[src/rtl/pd_pkg.sv]
package pd_pkg;

    typedef enum logic [1:0] {
        PF_IDLE,
        PF_UP,
        PF_DN,
        PF_BOTH
    } pfd_state_t;

    typedef enum logic {
        LK_HUNT,
        LK_HELD
    } lk_state_t;

    localparam int TC_W = 6;
    localparam logic [TC_W-1:0] TC_NORMAL = 6'b000000;
    localparam logic [TC_W-1:0] TC_SRC    = 6'b000001;
    localparam logic [TC_W-1:0] TC_SNK    = 6'b000010;
    localparam logic [TC_W-1:0] TC_REF    = 6'b010000;
    localparam logic [TC_W-1:0] TC_FB     = 6'b011000;

endpackage

[src/rtl/pd_edge.sv]
module pd_edge (
    input  logic clk,
    input  logic rst_n,
    input  logic din,
    output logic lvl,
    output logic rise
);
    logic d1_q, d2_q;

    always_ff @(posedge clk) begin
        if (!rst_n) begin
            d1_q <= 1'b0;
            d2_q <= 1'b0;
        end else begin
            d1_q <= din;
            d2_q <= d1_q;
        end
    end

    assign lvl  = d1_q;
    assign rise = d1_q & ~d2_q;
endmodule

[src/rtl/pd_pfd_fsm.sv]
module pd_pfd_fsm
    import pd_pkg::*;
#(
    parameter int RST_DLY = 2
) (
    input  logic clk,
    input  logic rst_n,
    input  logic ref_rise,
    input  logic fb_rise,
    output logic up,
    output logic dn
);
    localparam int DW = $clog2(RST_DLY + 2);
    localparam logic [DW-1:0] LAST = DW'(RST_DLY - 1);
    localparam logic [DW-1:0] FULL = DW'(RST_DLY);

    pfd_state_t state_q, state_d;
    logic [DW-1:0] cnt_q;

    always_comb begin
        state_d = state_q;
        unique case (state_q)
            PF_IDLE: begin
                if (ref_rise && fb_rise) state_d = PF_BOTH;
                else if (ref_rise)       state_d = PF_UP;
                else if (fb_rise)        state_d = PF_DN;
            end
            PF_UP:   if (fb_rise)  state_d = PF_BOTH;
            PF_DN:   if (ref_rise) state_d = PF_BOTH;
            PF_BOTH: if (cnt_q == LAST) state_d = PF_IDLE;
        endcase
    end

    always_ff @(posedge clk) begin
        if (!rst_n) begin
            state_q <= PF_IDLE;
            cnt_q   <= '0;
        end else begin
            state_q <= state_d;
            cnt_q   <= (state_q == PF_BOTH && state_d == PF_BOTH) ? cnt_q + 1'b1 : '0;
        end
    end

    always_comb begin
        up = 1'b0;
        dn = 1'b0;
        unique case (state_q)
            PF_IDLE: ;
            PF_UP:   up = 1'b1;
            PF_DN:   dn = 1'b1;
            PF_BOTH: begin
                up = 1'b1;
                dn = 1'b1;
            end
        endcase
    end

    // independent run-length of the overlap window
    logic [DW-1:0] both_run;
    always_ff @(posedge clk) begin
        if (!rst_n)           both_run <= '0;
        else if (up && dn)    both_run <= (both_run == FULL) ? both_run : both_run + 1'b1;
        else                  both_run <= '0;
    end

    assert_up_from_ref_R1: assert property (@(posedge clk) disable iff (!rst_n)
        (state_q == PF_IDLE && ref_rise && !fb_rise) |=> (up && !dn));

    assert_dn_from_fb_R2: assert property (@(posedge clk) disable iff (!rst_n)
        (state_q == PF_IDLE && fb_rise && !ref_rise) |=> (dn && !up));

    assert_overlap_len_R3: assert property (@(posedge clk) disable iff (!rst_n)
        (!(up && dn) && $past(up && dn)) |-> (both_run == FULL));
endmodule

[src/rtl/pd_lock_mon.sv]
module pd_lock_mon
    import pd_pkg::*;
#(
    parameter int LOCK_N   = 64,
    parameter int LOCK_W   = 4,
    parameter int UNLOCK_W = 8
) (
    input  logic clk,
    input  logic rst_n,
    input  logic up,
    input  logic dn,
    output logic locked
);
    localparam int RW = $clog2(UNLOCK_W + 2);
    localparam int GW = $clog2(LOCK_N + 1);
    localparam logic [RW-1:0] SHORT_LIM = RW'(LOCK_W);
    localparam logic [RW-1:0] WIDE_LIM  = RW'(UNLOCK_W);
    localparam logic [GW-1:0] GOOD_LAST = GW'(LOCK_N - 1);

    lk_state_t state_q, state_d;
    logic [RW-1:0] run_w;
    logic [GW-1:0] good_q;
    logic both_q;
    logic end_evt, one_side, too_wide, short_run;

    assign end_evt   = up && dn && !both_q;
    assign one_side  = up ^ dn;
    assign too_wide  = one_side && (run_w >= WIDE_LIM);
    assign short_run = run_w < SHORT_LIM;

    always_comb begin
        state_d = state_q;
        unique case (state_q)
            LK_HUNT: if (end_evt && short_run && good_q == GOOD_LAST) state_d = LK_HELD;
            LK_HELD: if (too_wide) state_d = LK_HUNT;
        endcase
    end

    always_ff @(posedge clk) begin
        if (!rst_n) begin
            state_q <= LK_HUNT;
            run_w   <= '0;
            good_q  <= '0;
            both_q  <= 1'b0;
        end else begin
            state_q <= state_d;
            both_q  <= up && dn;
            if (end_evt) begin
                run_w  <= '0;
                good_q <= short_run ? ((good_q == GOOD_LAST) ? good_q : good_q + 1'b1) : '0;
            end else if (one_side) begin
                if (run_w <= WIDE_LIM) run_w <= run_w + 1'b1;
                if (too_wide) good_q <= '0;
            end else begin
                run_w <= '0;
            end
        end
    end

    always_comb begin
        unique case (state_q)
            LK_HUNT: locked = 1'b0;
            LK_HELD: locked = 1'b1;
        endcase
    end

    assert_wide_drops_R11: assert property (@(posedge clk) disable iff (!rst_n)
        (locked && one_side) |-> (run_w <= WIDE_LIM));

    assert_lock_from_short_R9: assert property (@(posedge clk) disable iff (!rst_n)
        $rose(locked) |-> $past(end_evt && short_run));
endmodule

[src/rtl/pd_cp_ctrl.sv]
module pd_cp_ctrl
    import pd_pkg::*;
#(
    parameter int RST_DLY  = 2,
    parameter int LOCK_N   = 64,
    parameter int LOCK_W   = 4,
    parameter int UNLOCK_W = 8,
    parameter int SEL_W    = 2
) (
    input  logic             clk,
    input  logic             rst_n,
    input  logic             ref_div,
    input  logic             fb_div,
    input  logic [SEL_W-1:0] cp_sel,
    input  logic             cp_double,
    input  logic [TC_W-1:0]  test_code,
    output logic             pump_up,
    output logic             pump_dn,
    output logic [SEL_W:0]   cp_code,
    output logic             lock_out
);
    localparam int NCH = 2;

    logic [NCH-1:0] raw, lvl, rise;
    logic pfd_up, pfd_dn, locked;

    assign raw = {fb_div, ref_div};

    for (genvar gi = 0; gi < NCH; gi++) begin : g_edge
        pd_edge u_edge (
            .clk  (clk),
            .rst_n(rst_n),
            .din  (raw[gi]),
            .lvl  (lvl[gi]),
            .rise (rise[gi])
        );
    end

    pd_pfd_fsm #(.RST_DLY(RST_DLY)) u_pfd (
        .clk     (clk),
        .rst_n   (rst_n),
        .ref_rise(rise[0]),
        .fb_rise (rise[1]),
        .up      (pfd_up),
        .dn      (pfd_dn)
    );

    pd_lock_mon #(.LOCK_N(LOCK_N), .LOCK_W(LOCK_W), .UNLOCK_W(UNLOCK_W)) u_lock (
        .clk   (clk),
        .rst_n (rst_n),
        .up    (pfd_up),
        .dn    (pfd_dn),
        .locked(locked)
    );

    always_ff @(posedge clk) begin
        if (!rst_n) cp_code <= '0;
        else        cp_code <= {cp_double, cp_sel};
    end

    always_comb begin
        pump_up  = pfd_up;
        pump_dn  = pfd_dn;
        lock_out = 1'b0;
        unique case (test_code)
            TC_NORMAL: lock_out = locked;
            TC_SRC: begin
                pump_up  = 1'b1;
                pump_dn  = 1'b0;
                lock_out = locked;
            end
            TC_SNK: begin
                pump_up  = 1'b0;
                pump_dn  = 1'b1;
                lock_out = locked;
            end
            TC_REF:  lock_out = lvl[0];
            TC_FB:   lock_out = lvl[1];
            default: lock_out = 1'b0;
        endcase
    end

    assert_cp_code_R5: assert property (@(posedge clk) disable iff (!rst_n)
        1'b1 |=> (cp_code == $past({cp_double, cp_sel})));

    assert_force_src_R6: assert property (@(posedge clk) disable iff (!rst_n)
        (test_code == TC_SRC) |-> (pump_up && !pump_dn));

    assert_undef_low_R8: assert property (@(posedge clk) disable iff (!rst_n)
        (test_code != TC_NORMAL && test_code != TC_SRC && test_code != TC_SNK &&
         test_code != TC_REF && test_code != TC_FB) |-> !lock_out);
endmodule

[config.mk]
export PLATFORM = sky130hd
export DESIGN_NAME = pd_cp_ctrl
export DESIGN_NICKNAME = d
export VERILOG_FILES = /design/src/rtl/pd_pkg.sv /design/src/rtl/pd_edge.sv /design/src/rtl/pd_pfd_fsm.sv /design/src/rtl/pd_lock_mon.sv /design/src/rtl/pd_cp_ctrl.sv
export SDC_FILE = /design/constraint.sdc
export NUM_CORES = 1
export LEC_CHECK = 0
export ABC_AREA = 1
export BUFFER_PORTS_ARGS = -buffer_cell sky130_fd_sc_hd__buf_2
export CAP_MARGIN = 20
export CORE_MARGIN = 1.5
export CORE_UTILIZATION = 50
export CTS_CLUSTER_SIZE = 16
export DETAILED_ROUTE_END_ITERATION = 7
export GPL_TIMING_DRIVEN = 0
export PLACE_DENSITY_LB_ADDON = 0.1
export SYNTH_ARGS = -nofsm -noshare
export SYNTH_HDL_FRONTEND = slang
export SYNTH_SLANG_ARGS = --single-unit
[constraint.sdc]
create_clock -name clk -period 1.3 [get_ports clk]
set_input_delay 0.195 -clock clk [delete_from_list [all_inputs] [get_ports clk]]
set_output_delay 0.195 -clock clk [all_outputs]
set_load 0.01 [all_outputs]
# --- Word-level counts from Yosys, hierarchy flattened ---
# Cells that the tools add are included.
totals:
  regBits: 24
  inputBits: 13
  output_inout_bits: 6
op_classes:
  n_addsub: 3
  n_lt_le_gt_ge: 3
  n_eq_ne: 11
  n_mux: 21
  bitwise: 8
  n_reduce_logical: 18
op_table:
  columns: ["cell", "n"]
  rows:
  - ["two-way mux 7 bit", 5]
  - ["== test 6 x 5 -> 1 bit (second input constant)", 2]
  - ["two-way mux 2 bit", 6]
  - ["one-hot mux 1 bit (2 select lines)", 4]
  - ["one-hot mux 2 bit (4 select lines)", 1]
  - ["adder 7 x 1 -> 7 bit (second input constant)", 1]
  - ["== test 7 x 6 -> 1 bit (second input constant)", 1]
  - ["logical AND 1 bit", 7]
  - ["== test 2 bit (second input constant)", 3]
  - ["== test 6 x 1 -> 1 bit (second input constant)", 1]
  - ["== test 6 x 2 -> 1 bit (second input constant)", 1]
  - ["logical NOT 6 bit", 1]
  - ["OR reduction 3 bit", 2]
  - ["inverter 1 bit", 5]
  - ["adder 4 x 1 -> 4 bit (second input constant)", 1]
  - ["== test 2 x 1 -> 1 bit (second input constant)", 2]
  - ["greater-or-equal comparator 4 bit (second input constant)", 1]
  - ["less-or-equal comparator 4 bit (second input constant)", 1]
  - ["less-than comparator 4 x 3 -> 1 bit (second input constant)", 1]
  - ["two-way mux 1 bit", 4]
  - ["nonzero test 2 bit", 2]
  - ["OR reduction 2 bit", 2]
  - ["inequality test 3 bit (second input constant)", 1]
  - ["one-hot mux 1 bit (3 select lines)", 1]
  - ["other kinds (7)", 8]

# --- Logic depth before layout (Yosys ltp) ---
depth:
  word_depth: 9
  ltp_mapped: 9
  ltp_nobuf: 9

# --- By module ---
# Synthesis repeated with hierarchy kept, for this count alone.
unflattened:
  cells_unflattened: 170
  hier_area_um2: 1181.1
by_module_without_submodules:
  columns: ["mod", "instances", "cells_per_inst", "area_each_um2", "seq_area_each_um2"]
  rows:
  - ["pd_lock_mon", 1, 100, 710.7, 260.2]
  - ["pd_cp_ctrl", 1, 36, 195.2, 60.1]
  - ["pd_pfd_fsm", 1, 18, 145.1, 80.1]
  - ["pd_edge", 2, 8, 65.1, 40.0]

# --- Worst setup path after synthesis ---
# No wires, ideal clock.
synth_path:
  kind: "register -> register"
  from: "reg u_pfd.state_q[0]"
  to: "reg u_lock.good_q[5]"
  setup_ps: 122
  arrival_time_ps: 1207
  required_ps: 1178
  slack_ps: -29
  path_stages_with_launch: 7
  path_buffers: 0
  period_less_slack_ps: 1329
  cell_sequence: "dfxtp_1 inv_1 ha_1 nand2_1 nand2_2 o21ai_0 a21oi_2"
synth_between:
  elab_chain_len: 7
  elab_cells_between_ends: 16
  classes_between: "4 x eq/ne; 3 x mux; 1 x bitwise; 8 x reduce/logical"
synth_rtl:
  columns: ["element", "line_no", "text"]
  rows:
  - ["start, declared", "pd_pfd_fsm.sv:17", "pfd_state_t state_q, state_d;"]
  - ["start signal, assigned", "pd_pfd_fsm.sv:39", "state_q <= state_d;"]
  - ["== test 2 x 1 -> 1 bit or == test 2 bit (tied branches)", "pd_pfd_fsm.sv:47", "unique case (state_q)"]
  - ["OR reduction 2 bit (no line)", null, null]
  - ["two-way mux 1 bit", "pd_pfd_fsm.sv:47", null]
  - ["logical AND 1 bit or bitwise XOR 1 bit (tied branches)", "pd_lock_mon.sv:26, pd_lock_mon.sv:27", null]
  - ["logical AND 1 bit (on tied branches)", "pd_lock_mon.sv:26, pd_lock_mon.sv:28", null]
  - ["inequality test 3 bit (no line) or nonzero test 2 bit (tied branches)", null, null]
  - ["AND reduction 3 bit (no line)", null, null]
  - ["end signal, assigned", "pd_lock_mon.sv:50", "good_q <= short_run ? ((good_q == GOOD_LAST) ? good_q : good_q + 1'b1) : '0;"]
  - ["end, declared", "pd_lock_mon.sv:22", "logic [GW-1:0] good_q;"]
# Parallel ways exist; a longest one is shown, timed or not.
# A chain may end at the register's enable or synchronous reset.

# --- Worst setup path in the final report ---
layout_path:
  from: "reg u_pfd.state_q[0]"
  to: "out pump_dn"
layout_between:
  elab_chain_len: 4
  elab_cells_between_ends: 5
  classes_between: "2 x eq/ne; 2 x mux; 1 x reduce/logical"
layout_rtl:
  columns: ["element", "line_no", "text"]
  rows:
  - ["== test 2 bit", "pd_pfd_fsm.sv:47", null]
  - ["OR reduction 2 bit (no line) *", null, null]
  - ["two-way mux 1 bit *", "pd_pfd_fsm.sv:47", null]
  - ["one-hot mux 1 bit (2 select lines) *", "pd_cp_ctrl.sv:65", "unique case (test_code)"]
  - ["end, declared", "pd_cp_ctrl.sv:18", "output logic pump_dn,"]
# Mark *: on every way between the ends. The rest lies on a longest branch, timed or not.

==> impl_metrics.tcl <==
set metrics [dict create \
    h-tree-depth 1 \
    finalHoldViolCount 0 \
    grt_max_degree 14 \
    area_growth_syn_to_layout_pct 21.9 \
    fin_crit_sh_pct 115 \
    max-slew-margin-rel_pct 73.2 \
    synth_warnings 0 \
    core-area_mm2 0.00243 \
    ys_types 24 \
    initial_core_util_pct 52.3 \
    synth.area.top_cells "dfxtp_1, nand2_1, inv_1" \
    synth_top_cell_area_share_pct 37.8 \
    final_antenna_net_count 0 \
    drc 0 \
    comb_power_share_pct 21.1 \
    finalNetCount 229 \
    place.detailed.hpwl_um 1780 \
    dp_cells 229 \
    synth_area_per_cell_um2 6.99 \
    r2r_end "u_pfd.cnt_q[0]" \
    drt_iter0_drc 24 \
    port_buffers 17 \
    startpoint_type "register" \
    swShare_pct 29.1 \
    vias_per_cell 5.00 \
    dpl_cell_area_mm2 0.00140 \
    switchingPower_mw 0.446 \
    worst-endpoint-required_ps 1110 \
    most-common-layout-cells "nand2_1, inv_1, nor2_1, dfxtp_1, buf_2" \
    ios 19 \
    cts_root_buffer "clkbuf_4" \
    reg2regPathDepth 9 \
    violations "negative setup slack" \
    rows 18 \
    cts_tree "done" \
    wl_per_cell_um 11.1 \
    synth_fa_ha_area_share_pct 8.85 \
    rsz0062_at_grt "true" \
    grt_pass1_wl_um 4130 \
    r2r_slack_ps -80 \
    setup_viol 11 \
    clock_tree.buffer_depth 2 \
    dieArea_mm2 0.00286 \
    synth_fp_nets 204 \
    min_to "cp_code[0]" \
    track_usage_pct 19.7 \
    synth.yosys.seq_area_share_pct 37.8 \
    dp_slack_ps -127 \
    fp.dieH_um 53.4 \
    fp.dieW_um 53.4 \
    leakage_nw 0.762 \
    min_period_ps 1490 \
    multi_input_area_um2 731 \
    crit_type "register to output port" \
    min_from "cp_sel[0]" \
    yosys.area.top_type "dfxtp_1" \
    cts_buffers 3 \
    ir_drop_uv 611 \
    antennaDiodeCount 0 \
    syn_inst 182 \
    fin_ws_ps -193 \
    synth_simple_gate_area_share_pct 33.3 \
    skew_ps 0.942 \
    drv_cap 0 \
    final_area_mm2 0.00155 \
    synth.mux.area_fraction_pct 0 \
    drv_slew 0 \
    netlist_area_mm2 0.00127 \
    seq_power_share_pct 53.4 \
    hold_depth 3 \
    layout_commonest_cell "nand2_1" \
    clkTransAtPathRegs_ps 130 \
    via_count 1179 \
    arrival_ps 1300 \
    status "complete, but fails checks" \
    clkPwrFrac_pct 25.6 \
    fin_util_pct 63.8 \
    synth-seq-cells 24 \
    hold_class "input port to register" \
    routed_wl_um 2610 \
    worstMarginPinSlew_ps 401 \
    gp_congestion 0.880 \
    fillCellCount 232 \
    insertion_delay_ps 310 \
    synth_top_family_by_area "simple AND/OR/NAND/NOR gates" \
    regArea_um2 490 \
    first_global_vias 1023 \
    drt_pass1_iterations 5 \
    drive_above_1_share_pct 25.7 \
    synth_xor_area_share_pct 0 \
    p_int_mw 1.09 \
    crit_path_end_kind "output port" \
    r2r_start "u_pfd.state_q[1]" \
    path_max_fanout 6 \
    antenna_found_initial 0 \
    grt-ovfl-total 0 \
    fmax_mhz 670 \
    synth_compound_area_share_pct 8.75 \
    instances_no_fill 236 \
    cts_sinks 24 \
    power.density_mw_per_mm2 988 \
]
cell usage after synthesis:
master and count:
clkbuf_1 1, nand2_2 2, a21oi_2 1, nand2_4 2
or2_2 1, nor2_2 1, nor2_8 1, nand4_1 4
nand3_1 12, o21bai_1 1, o22ai_1 1, o2111ai_1 1
nor2_1 20, ha_1 9, nor2_4 1, dfxtp_1 24
a21oi_1 7, nand2_1 44, inv_2 2, nor3_1 4
buf_2 1, o21ai_0 6, inv_1 34, a211oi_1 2
logic make-up after synthesis:
| family | Yosys count |
|---|---|
| AO/OA/AOI/OAI | 19 |
| adder cells (fa/ha/maj) | 9 |
| buffers and inverters | 38 |
| flip-flops | 24 |
| AND/OR/NAND/NOR | 92 |
state kept, by name, indices dropped and copies added (netlist names):
name                cells
u_lock.both_q           1
u_pfd.state_q           2
cp_code                 3
u_lock.good_q           7
g_edge.u_edge.lvl       2
u_pfd.cnt_q             2
g_edge.u_edge.d2_q      2
u_lock.run_w            4
u_lock.state_q          1
routing by layer:
metal	part of all wire, %	track usage, %	up-vias	wire (um)
li1	-	-	615	-
met1	45	22.2	532	1160
met2	50	36.8	27	1310
met3	4.0	2.54	5	105
met4	1.3	7.69	0	33
met5	0	0	-	0
power by group through the flow:
stage	clock [mW]	combinational (mW)	sequential, mW
final	0.392	0.323	0.818
after global routing	0.425	0.366	0.826
after CTS	0.405	0.284	0.806
after detailed placement	0	0.247	0.821
after global placement	0	0.242	0.819
after floorplan	0	0.177	0.816
how the worst max path moves through the flow:
stage                                start          endpoint  slack (ps)  depth (start not counted)
after floorplan           u_pfd.state_q[0]  u_lock.good_q[0]          30                          8
after global placement    u_pfd.state_q[0]  u_lock.good_q[1]        -100                          8
after detailed placement  u_pfd.state_q[0]  u_lock.good_q[1]        -130                          8
after CTS                 u_pfd.state_q[1]           pump_up        -170                          5
after global routing      u_pfd.state_q[0]           pump_dn        -250                          5
final                     u_pfd.state_q[0]           pump_dn        -190                          5
critical path: stages (launching register included):
cell     delay, ps
dfxtp_4        440
inv_4           50
ha_4           160
o21ai_2        110
o21ai_1         80
buf_2          140
final cells by class:
type                       count  share of cell area [%]
multi-input combinational    120                    47.1
tap                           30                    2.42
buffer                         2                   0.565
sequential                    24                    31.6
inverter                      36                    9.03
timing repair buffer          20                    6.94
clock buffer                   4                    2.34
through the flow:
step	power, mW	hold slack (ps)	setup TNS [ps]
final	1.53	50.3	-931
after global routing	1.62	45.9	-1990
after detailed placement	1.07	381	-718
after CTS	1.49	45.7	-588
after global placement	1.06	375	-485
after floorplan	0.993	293	0
timing repair:
item,in CTS,in global routing
hold buffers,0,0
gates resized for setup,17,10
pin swaps,4,4
setup endpoints to repair,13,15
endpoints found under the hold margin,0,0
gates cloned,0,0
buffers inserted,3,0
Power figures use the tool's default switching activity.
